--- src/rtl/dual_issue_pair.sv ---
module dual_issue_pair #(
  parameter int REG_W = 6
) (
  input  logic             clk,
  input  logic             rst_n,
  input  logic             in_valid,
  output logic             in_ready,
  input  logic [2:0]       a_cls,
  input  logic [REG_W-1:0] a_dst,
  input  logic             a_dst_en,
  input  logic [REG_W-1:0] a_src0,
  input  logic             a_src0_en,
  input  logic [REG_W-1:0] a_src1,
  input  logic             a_src1_en,
  input  logic             a_flg_wr,
  input  logic             a_shf,
  input  logic [1:0]       a_imm,
  input  logic             b_vld,
  input  logic [2:0]       b_cls,
  input  logic [REG_W-1:0] b_dst,
  input  logic             b_dst_en,
  input  logic [REG_W-1:0] b_src0,
  input  logic             b_src0_en,
  input  logic [REG_W-1:0] b_src1,
  input  logic             b_src1_en,
  input  logic             b_flg_rd,
  input  logic             b_shf,
  input  logic [1:0]       b_imm,
  output logic             out_valid,
  input  logic             out_ready,
  output logic             out_pair,
  output logic [2:0]       out_why
);
  localparam logic [2:0] C_MUL = 3'd1, C_DIV = 3'd2, C_LD = 3'd3, C_LDM = 3'd4,
                         C_FSP = 3'd5, C_FDP = 3'd6, C_FLD = 3'd7;
  localparam logic [1:0] IMM_ROT = 2'd2;
  localparam logic [2:0] W_NONE = 3'd0, W_SHF = 3'd1, W_STR = 3'd2,
                         W_HAZ = 3'd3, W_DIV = 3'd4;

  function automatic logic is_load(input logic [2:0] c);
    return c == C_LD || c == C_LDM || c == C_FLD;
  endfunction

  function automatic logic is_farith(input logic [2:0] c);
    return c == C_FSP || c == C_FDP;
  endfunction

  function automatic logic hits(input logic [REG_W-1:0] t, input logic [REG_W-1:0] r,
                                input logic en);
    return en && t == r;
  endfunction

  logic a_shu, b_shu, raw, flag_dep, fp_ovl_ab, fp_ovl_ba;
  logic div_c, haz_c, str_c, shf_c;
  logic [2:0] why_n;

  assign a_shu = a_shf | (a_imm == IMM_ROT);
  assign b_shu = b_shf | (b_imm == IMM_ROT);

  assign raw = a_dst_en &
               (hits(a_dst, b_src0, b_src0_en) | hits(a_dst, b_src1, b_src1_en));
  assign flag_dep = a_flg_wr & b_flg_rd;

  assign fp_ovl_ab = a_cls == C_FLD && b_cls == C_FSP && a_dst_en &&
                     (hits(a_dst, b_dst, b_dst_en) | hits(a_dst, b_src0, b_src0_en) |
                      hits(a_dst, b_src1, b_src1_en));
  assign fp_ovl_ba = b_cls == C_FLD && a_cls == C_FSP && b_dst_en &&
                     (hits(b_dst, a_dst, a_dst_en) | hits(b_dst, a_src0, a_src0_en) |
                      hits(b_dst, a_src1, a_src1_en));

  assign div_c = a_cls == C_DIV || b_cls == C_DIV;
  assign haz_c = raw | flag_dep | fp_ovl_ab | fp_ovl_ba;
  assign str_c = (is_load(a_cls) && is_load(b_cls)) ||
                 (a_cls == C_MUL && b_cls == C_MUL) ||
                 a_cls == C_LDM || b_cls == C_LDM ||
                 (is_farith(a_cls) && is_farith(b_cls)) ||
                 (a_cls == C_FLD && b_cls == C_FDP) ||
                 (b_cls == C_FLD && a_cls == C_FDP);
  assign shf_c = a_shu & b_shu;

  always_comb begin
    if (!b_vld)     why_n = W_NONE;
    else if (div_c) why_n = W_DIV;
    else if (haz_c) why_n = W_HAZ;
    else if (str_c) why_n = W_STR;
    else if (shf_c) why_n = W_SHF;
    else            why_n = W_NONE;
  end

  assign in_ready = !out_valid || out_ready;

  always_ff @(posedge clk) begin
    if (!rst_n) begin
      out_valid <= 1'b0;
      out_pair  <= 1'b0;
      out_why   <= W_NONE;
    end else if (in_ready) begin
      out_valid <= in_valid;
      if (in_valid) begin
        out_pair <= b_vld && why_n == W_NONE;
        out_why  <= why_n;
      end
    end
  end
endmodule


--- config.mk ---
export PLATFORM = sky130hd
export DESIGN_NAME = dual_issue_pair
export DESIGN_NICKNAME = d
export VERILOG_FILES = /design/src/rtl/dual_issue_pair.sv
export SDC_FILE = /design/constraint.sdc
export NUM_CORES = 1
export LEC_CHECK = 0
export ABC_CLOCK_PERIOD_IN_PS = 1800
export CORE_ASPECT_RATIO = 0.9
export CORE_UTILIZATION = 31
export CTS_BUF_LIST = sky130_fd_sc_hd__clkbuf_4 sky130_fd_sc_hd__clkbuf_8
export DETAILED_ROUTE_END_ITERATION = 10
export HOLD_SLACK_MARGIN = 0.08
export PLACE_DENSITY = 0.86
export SETUP_SLACK_MARGIN = 0.2
export SYNTH_ARGS = -nofsm -noshare
export SYNTH_HDL_FRONTEND = slang
export SYNTH_SLANG_ARGS = --single-unit
export TNS_END_PERCENT = 1
--- constraint.sdc ---
create_clock -name clk -period 1.8 [get_ports clk]
set_input_delay 0.18 -clock clk [delete_from_list [all_inputs] [get_ports clk]]
set_output_delay 0.18 -clock clk [all_outputs]
set_load 0.02 [all_outputs]
Yosys cells after proc, flatten, opt, wreduce, memory -nomap -nowiden --
Index checks and enable logic that the tools add are counted.
Storage, ports and cells: flip-flop bits (word level) 5, input bits 61, output and inout port bits 6, logic and storage cells 78
Operators by class: eq/ne operators 22, mux-type cells 5, bitwise gates (word level) 13, reduce and logical (&&, ||, !) cells 35
Operators with widths (count):
- 6-bit equality test | 6
- 3-bit equality test (second input constant) | 8
- 1-bit logical AND | 18
- 1-bit logical OR | 14
- 3-bit by 2-bit equality test with 1-bit output (second input constant) | 4
- 1-bit bitwise OR | 10
- 3-bit by 1-bit equality test with 1-bit output (second input constant) | 2
- 3-bit 2-to-1 mux | 2
- 2-bit equality test (second input constant) | 2
- 2-bit 2-to-1 mux | 2
- 1-bit AND | 3
- 3-bit logical NOT | 1
- 2-bit AND reduction | 1
- 1-bit logical NOT | 1
- 1-bit 2-to-1 mux | 1

Longest topological paths before layout --
Gate-level depths: netlist (run 1).
word-level depth 16, gate-level depth with buffers 5, mapped depth without buffers 5

Worst setup path after synthesis (run 1) --
OpenSTA, ideal clock, no wires.
path type register to register, from register out_valid, to register out_pair, setup time 59 ps, data arrival time 1554 ps, data required time 1741 ps, setup slack 187 ps, stages on the path, launching flop included 6, buffers on the path 0, period minus slack after synthesis 1613 ps, cells stage by stage dfxtp_1 nand2b_1 nand2_1 or3_1 and4bb_1 a31o_1
Between the ends: longest elaborated chain between the ends 3
RTL lines:
- start, declared | line 29 | output logic out_valid,
- start signal, assigned | line 98 | out_valid <= in_valid;
- 1-bit logical NOT | line 90 | assign in_ready = !out_valid || out_ready;
- 1-bit logical OR | line 90
- net in_ready | line 7 | output logic in_ready,
- 2-bit AND reduction (no source line)
- end signal, assigned | line 95 | out_pair <= 1'b0;
- end signal, assigned | line 100 | out_pair <= b_vld && why_n == W_NONE;
- end, declared | line 31 | output logic out_pair,
The timed path passes the listed nets, and every way through them passes these cells. A chain may end at the register's enable or synchronous reset.

Worst setup path in the final report (run 1) --
from input port out_ready, to output port in_ready
Between the ends: longest elaborated chain between the ends 1
RTL lines:
- start, declared | line 30 | input logic out_ready,
- 1-bit logical OR | line 90
- end, declared | line 7
No other way between the ends.

==> results of run 1 <==
-- metal layers --
layer / GRT usage / vias to the layer above / part of all wire
met3: 0.0356 / 0 / 0.072
li1: - / 492 / -
met4: 0.0684 / 0 / 0
met2: 0.444 / 40 / 0.55
met5: 0 / - / 0
met1: 0.206 / 441 / 0.37
-- sequential cells by signal (all words and copies together) (netlist names) --
name,cells
out_why,3
out_pair,1
out_valid,1
-- report_power, final --
| group | leakage, uW | switching (uW) | internal, uW |
|---|---|---|---|
| Sequential | 0.0000408 | 2.47 | 116 |
| Clock | 0.0000184 | 42.2 | 98.6 |
| Combinational | 0.000527 | 106 | 199 |
| Total | 0.000586 | 151 | 413 |
-- through the flow --
step                total power, uW  area [um2]  cells  utilization  hold WS, ps
detailed placement              425        1470    192        0.727          457
CTS                             568        1510    196        0.743          463
global placement                415        1470    192        0.727          440
finish                          564        1510    196        0.745          464
floorplan                       224         706     91            -          306
global route                    600        1510    196        0.745          500
-- worst max-delay path: cells and delay by family --
family	cells	cell delay [ps]
AND/OR/NAND/NOR	1	130
buffers and inverters	2	1040
-- final timing paths --
check                           depth (start not counted)  startpoint    endpoint  slack [ps]
worst max-delay path                                    3   out_ready    in_ready         260
worst min register to register                          2  out_why[2]  out_why[2]         460
worst min-delay path                                    2  out_why[2]  out_why[2]         460
worst max register to register                          5   out_valid    out_pair         470
-- synth_stat cells, drive strengths merged --
library cell  instances
o22ai                 2
xor2                  6
a311oi                1
nand4                 7
and3                  4
o32ai                 1
o21ai                 2
a21oi                 5
a32o                  1
xnor2                25
a31o                  1
o211ai                1
nor4                  1
nand2b                2
dfxtp                 5
nand3                 7
or3                   1
inv                   6
nor2                  2
a32oi                 2
nand2                 5
and4bb                1
or4                   1
or3b                  1
nor3                  1
-- repair_timing --
| item | CTS | global route |
|---|---|---|
| gates resized for setup | 4 | 3 |
| setup endpoints to repair | 1 | 3 |
| endpoints found under the hold margin | 0 | 0 |
| pin swaps | 2 | 2 |
-- kinds of logic (layout without fill, tap and decap cells) --
kind of cell / count (synthesis) / after routing / share of synthesized area
compound gates: 16 / 16 / 0.162
simple gates: 33 / 33 / 0.278
flops: 5 / 5 / 0.142
buf+inv: 6 / 86 / 0.0320
xor+xnor: 31 / 31 / 0.386
-- layout make-up --
class,count,share of cell area
Tap cell,25,0.0207
Clock buffer,4,0.0199
Timing Repair Buffer,76,0.488
Multi-Input combinational cell,80,0.390
Sequential cell,5,0.0663
Inverter,6,0.0149
==> reports/metrics.yaml, run 1 <==
io_buffers: 66
drtAntennaViolNets: 0
grt_pass1_vias: 1028
cts.path.max_buffers: 2
avgViaCountPerCell: 4.96
drive_above_1_share: 0.123
period_share: 0.855
synth_top_area_frac: 0.311
syn_to_final_growth_pct: 115
holdBufCountCts: 0
grt_max_degree: 6
place_ws_ps: -117
antenna_found_initial: 0
grtUsageTotal: 0.209
cts_tree: "done"
wire_per_inst_um: 12.6
fin_skew_ps: 0.285
p_leak_uw: 0.000586
drcViolationCount: 0
slew_headroom: 0.754
cts-root-buf: "clkbuf_4"
placementRows: 15
clock-sinks: 5
gp_congestion: 0.851
syn_area_um2: 703
route.vias.total: 973
arrival_ps: 1360
die_width_um: 52.2
path_cells: "clkdlybuf4s50_1 > nand2b_2 > clkdlybuf4s50_1"
synth_cells: 91
overflow: 0
ys_warn_count: 0
slew_viol_final: 0
hold_violations: 0
synth_area_per_cell_um2: 7.73
n_antenna_cell: 0
maxCapViolCount: 0
slowest_stage: "clkdlybuf4s50_1"
final_common_cell: "clkdlybuf4s50_1"
mostFrequentLayoutCells: "clkdlybuf4s50_1, xnor2_1, buf_4"
hpwlAfterDp_um: 2230
htreeDepth: 1
fmax_ghz: 0.650
setup_ws_ps: 261
multi_input_area_um2: 589
synth_area_leaders: "xnor2_1, dfxtp_1, xor2_1"
cp-end-kind: "output port"
nets: 233
crit_fanout: 4
yosys.area.top_type: "xnor2_1"
postCtsSetupBuffers: 0
ios: 67
initial_core_util: 0.347
setup_tns_ps: 0
hold_class: "register to register"
ys_types: 26
powerDensity_nw_per_um2: 373
core_um2: 2030
clk_latency_ps: 230
crit_path_max_incr_delay_ps: 600
drt_iter0_markers: 9
cts_buffers: 3
first_pass_iters: 4
filler_cell_count: 160
ys_seq_area_frac: 0.142
grt_pass1_wl_um: 3880
ff_latch_area_um2: 100
worstMarginPinSlew_ps: 368
min_period_ps: 1540
ys_seq_elements: 5
wl_um: 2470
setup_violations: 0
syn-num-nets: 152
crit_path_start_kind: "input port"
crit_top_cell: "clkdlybuf4s50_1"
required_ps: 1620
worstSetupPathType: "input port to output port"
clkTransAtPathRegs_ps: 40
rsz0062_at_grt: "no"
dieArea_um2: 2460
die_height_um: 47.2
status: "finished, final reports clean"
vdd_drop_max_mv: 0.260
No activity file was read; power rests on OpenSTA's default activity.
==> run 2, diff against run 1 <==
--- a/config.mk
+++ b/config.mk
@@ -12,6 +12,7 @@
 export DETAILED_ROUTE_END_ITERATION = 10
 export HOLD_SLACK_MARGIN = 0.08
 export PLACE_DENSITY = 0.86
+export RECOVER_POWER = 100
 export SETUP_SLACK_MARGIN = 0.2
 export SYNTH_ARGS = -nofsm -noshare
 export SYNTH_HDL_FRONTEND = slang
==> run 2 against run 1 <==
Die area unchanged. Highest routed layer unchanged. Worst setup slack got worse by 68 ps. Via count is the same.
==> reports/metrics.yaml, run 2 (same netlist as run 1, synthesis figures left out) <==
io_buffers: 66
cp-end-kind: "output port"
setup_violations: 0
die_height_um: 47.2
drive_above_1_share: 0.117
cts_buffers: 3
arrival_ps: 1430
ios: 67
fmax_ghz: 0.622
gp_congestion: 0.851
drcViolationCount: 0
grtUsageTotal: 0.209
min_period_ps: 1610
vdd_drop_max_mv: 0.259
rrSetupSlack_ps: 480
drtAntennaViolNets: 0
largest_reg_flops: 3
cts.path.max_buffers: 2
grt_pass1_vias: 1028
initial_core_util: 0.347
clock-sinks: 5
slew_headroom: 0.754
powerDensity_nw_per_um2: 372
placed_cells: 192
period_share: 0.893
htreeDepth: 1
cts_tree: "done"
final_common_cell: "clkdlybuf4s50_1"
clk_latency_ps: 230
rsz0062_at_grt: "no"
crit_path_start_kind: "input port"
clkTransAtPathRegs_ps: 40
maxCapViolCount: 0
p_leak_uw: 0.000596
setup_tns_ps: 0
required_ps: 1620
avgViaCountPerCell: 4.96
postCtsSetupBuffers: 0
core_um2: 2030
placementRows: 15
largest_register: "out_why"
fin_cells: 196
crit_fanout: 4
slew_viol_final: 0
route.vias.total: 973
fin_skew_ps: 0.285
largestRegisters: "out_why: 3 flops, out_pair: 1 flops, out_valid: 1 flops"
dieArea_um2: 2460
hold_class: "register to register"
grt_max_degree: 6
drt_iter0_markers: 9
first_pass_iters: 4
n_antenna_cell: 0
nets: 233
antenna_found_initial: 0
mostFrequentLayoutCells: "clkdlybuf4s50_1, xnor2_1, buf_4"
filler_cell_count: 161
hpwlAfterDp_um: 2230
wire_per_inst_um: 12.6
wl_um: 2470
hold_violations: 0
grt_pass1_wl_um: 3880
status: "finished, final reports clean"
die_width_um: 52.2
cts-root-buf: "clkbuf_4"
worstSetupPathType: "input port to output port"
worstMarginPinSlew_ps: 368
overflow: 0
syn_to_final_growth_pct: 114
[run 2: cell types whose count changed in the layout (fill, tap and decap cells not counted)]
cell             delta
clkdlybuf4s50_1     -7
dlygate4sd3_1       +7
clkbuf_1            +1
buf_4               -1
[run 2: final timing paths]
path | startpoint | end | depth (start not counted)
hold / removal | out_why[2] | out_why[2] | 2
setup / recovery | out_ready | in_ready | 3
setup reg to reg | out_valid | out_pair | 5
hold reg to reg | out_why[2] | out_why[2] | 2
[run 2: metal layers]
layer  part of all wire  track usage  routed length (um)  vias to the layer above
met3              0.073       0.0356                 179                        0
met5                  0            0                   0                        -
met2               0.55        0.444                1370                       40
met1               0.37        0.206                 919                      441
li1                   -            -                   -                      492
met4                  0       0.0684                   0                        0
[run 2: power breakdown]
part           switching [uW]  leakage, uW  internal [uW]
logic                     106     0.000537            195
clock network            42.2    0.0000184           98.6
registers                2.28    0.0000408            116
[run 2: cell type report]
cell class | count | area (um2) | share of cell area
well taps | 25 | 31.3 | 0.0208
repair buffers | 76 | 733 | 0.487
clock buffers | 4 | 30.0 | 0.0199
inverters | 6 | 22.5 | 0.0150
flip-flops and latches | 5 | 100 | 0.0664
multi-input cells | 80 | 589 | 0.391
[run 2: critical path, stage by stage]
cell and delay (ps):
clkdlybuf4s50_1 440, nand2b_2 130, dlygate4sd3_1 670
[run 2: timing repair]
item,CTS,global route
gates resized for setup,4,3
endpoints found under the setup margin,1,3
pin swaps,2,2
hold buffers,0,0
[run 2: stage by stage]
step / util / setup WS, ps / cell area [um2] / hold slack [ps] / power, uW
finish: 0.743 / 193 / 1510 / 461 / 560
global route: 0.743 / 154 / 1510 / 498 / 597
CTS: 0.743 / 202 / 1510 / 463 / 568
detailed placement: 0.727 / -117 / 1470 / 457 / 425
global placement: 0.727 / -67.1 / 1470 / 440 / 415
floorplan: - / 298 / 706 / 306 / 224
==> run 3, diff against run 2 <==
--- a/config.mk
+++ b/config.mk
@@ -13,7 +13,6 @@
 export HOLD_SLACK_MARGIN = 0.08
 export PLACE_DENSITY = 0.86
 export RECOVER_POWER = 100
-export SETUP_SLACK_MARGIN = 0.2
 export SYNTH_ARGS = -nofsm -noshare
 export SYNTH_HDL_FRONTEND = slang
 export SYNTH_SLANG_ARGS = --single-unit
==> run 3 against run 2 <==
Final cell count shrank 0.51%. Die area is the same. Sequential power is essentially flat. Global-route usage grew 2.0 points. Count of clock-buffer cells in the layout is the same. Final area shrank 1.2%. Worst setup slack lost 81 ps.
==> reports/metrics.yaml, run 3 (same netlist as run 1, synthesis figures left out) <==
status: "finished, final reports clean"
fin_skew_ps: 5.54
p_seq_frac: 0.206
grt_pass1_wl_um: 4130
fin_cells: 195
cts_tree: "done"
worstHoldStart: "out_why[2]"
arrival_ps: 1830
placementRows: 15
clkTransAtPathRegs_ps: 50
dieArea_um2: 2460
hpwlAfterDp_um: 2240
cts_resized: 0
mostFrequentLayoutCells: "clkdlybuf4s50_1, xnor2_1, buf_4"
min_period_ps: 1690
filler_cell_count: 170
cts-root-buf: "clkbuf_4"
die_height_um: 47.2
syn_to_final_growth_pct: 112
holdBufCountCts: 0
required_ps: 1940
ff_latch_area_um2: 100
p_leak_uw: 0.000569
worstSetupPathType: "input port to register"
whs_endpoint: "out_why[2]"
crit_path_max_incr_delay_ps: 540
die_width_um: 52.2
core_um2: 2030
gp_congestion: 0.746
cp-end-kind: "register"
slew_headroom: 0.699
setup_ws_ps: 112
drive_above_1_share: 0.100
p_clk_frac: 0.270
avgViaCountPerCell: 5.19
slew_viol_final: 0
io_buffers: 66
drtAntennaViolNets: 0
hold_depth: 2
worst_r2r_endpoint: "out_pair"
grt_max_degree: 7
postLayoutCellArea_um2: 1490
power.internal_uw: 411
cts.path.max_buffers: 2
rr_startpoint: "out_valid"
hold_slack_ps: 481
drcViolationCount: 0
rrSetupSlack_ps: 430
switching_share: 0.283
antenna_found_initial: 0
clk_latency_ps: 250
ios: 67
initial_core_util: 0.347
setup_violations: 0
maxCapViolCount: 0
wl_um: 2660
fmax_ghz: 0.592
r2r_cells: 5
nets: 232
rsz0062_at_grt: "no"
multi_input_area_um2: 577
first_pass_iters: 5
switching_power_uw: 162
period_share: 0.938
largest_register: "out_why"
path_cells: "clkdlybuf4s50_1 > or4_1 > o211ai_2 > a311oi_1 > and4bb_1 > a31o_1"
wire_per_inst_um: 13.6
htreeDepth: 1
p_comb_frac: 0.525
powerDensity_nw_per_um2: 385
drt_iter0_markers: 39
worstMarginPinSlew_ps: 450
crit_path_start_kind: "input port"
cts_buffers: 3
place_area_um2: 1460
slowest_stage: "or4_1"
grt_pass1_vias: 994
n_antenna_cell: 0
vdd_drop_max_mv: 0.238
placed_cells: 191
hold_violations: 0
grtUsageTotal: 0.229
largest_reg_flops: 3
postCtsSetupBuffers: 0
final_common_cell: "clkdlybuf4s50_1"
overflow: 0
largestRegisters: "out_why: 3 flops, out_pair: 1 flops, out_valid: 1 flops"
clock-sinks: 5
route.vias.total: 1012
crit_fanout: 4
place_ws_ps: -131
hold_class: "register to register"
run 3: cell types whose count changed in the layout (fill, tap and decap cells not counted):
cell	previous run	this run
nand2b_2	1	0
nand2b_1	1	2
dlymetal6s2s_1	2	0
o21ai_1	1	0
or4_1	0	1
o21ai_0	1	2
a311oi_2	1	0
clkdlybuf4s50_1	54	59
clkbuf_1	1	0
or4_4	1	0
dlygate4sd2_1	3	0
a311oi_1	0	1
run 3: metrics by stage:
| step | power (uW) | setup TNS (ps) | util |
|---|---|---|---|
| 6_report | 573 | 0 | 0.735 |
| 2_1_floorplan | 223 | 0 | - |
| 3_5_place_dp | 421 | -279 | 0.722 |
| 3_3_place_gp | 415 | -126 | 0.722 |
| 4_1_cts | 577 | 0 | 0.736 |
| 5_1_grt | 608 | 0 | 0.735 |
run 3: worst max-delay path, delay by kind of cell:
family                 cells  cell delay, ps
AND/OR/NAND/NOR            2             750
AO/OA/AOI/OAI              3             430
buffers and inverters      1             460
run 3: worst max-delay path by stage:
stage	start	endpoint	depth (start not counted)
2_1_floorplan	out_valid	out_pair	5
3_5_place_dp	a_cls[1]	out_pair	6
5_1_grt	a_cls[1]	out_pair	6
6_report	a_cls[1]	out_pair	6
3_3_place_gp	a_cls[1]	out_pair	6
4_1_cts	a_cls[1]	out_pair	6
run 3: routing by layer:
layer	GRT usage	wire (um)	vias to the layer above
met1	0.253	1020	443
met3	0.0680	303	12
li1	-	-	489
met4	0.0947	65	0
met2	0.415	1270	68
met5	0	0	-
run 3: power by group through the flow:
| stage | clock network [uW] | logic [uW] | registers, uW |
|---|---|---|---|
| after CTS | 154 | 304 | 118 |
| after global placement | 0 | 295 | 120 |
| after floorplan | 0 | 97.9 | 125 |
| final | 154 | 300 | 118 |
| after global routing | 167 | 324 | 118 |
| after detailed placement | 0 | 302 | 120 |
run 3: cell type report:
type	instances	share of cell area
clock buffers	4	0.0202
inverters	6	0.0151
flip-flops and latches	5	0.0672
well taps	25	0.0210
repair buffers	75	0.489
multi-input cells	80	0.387
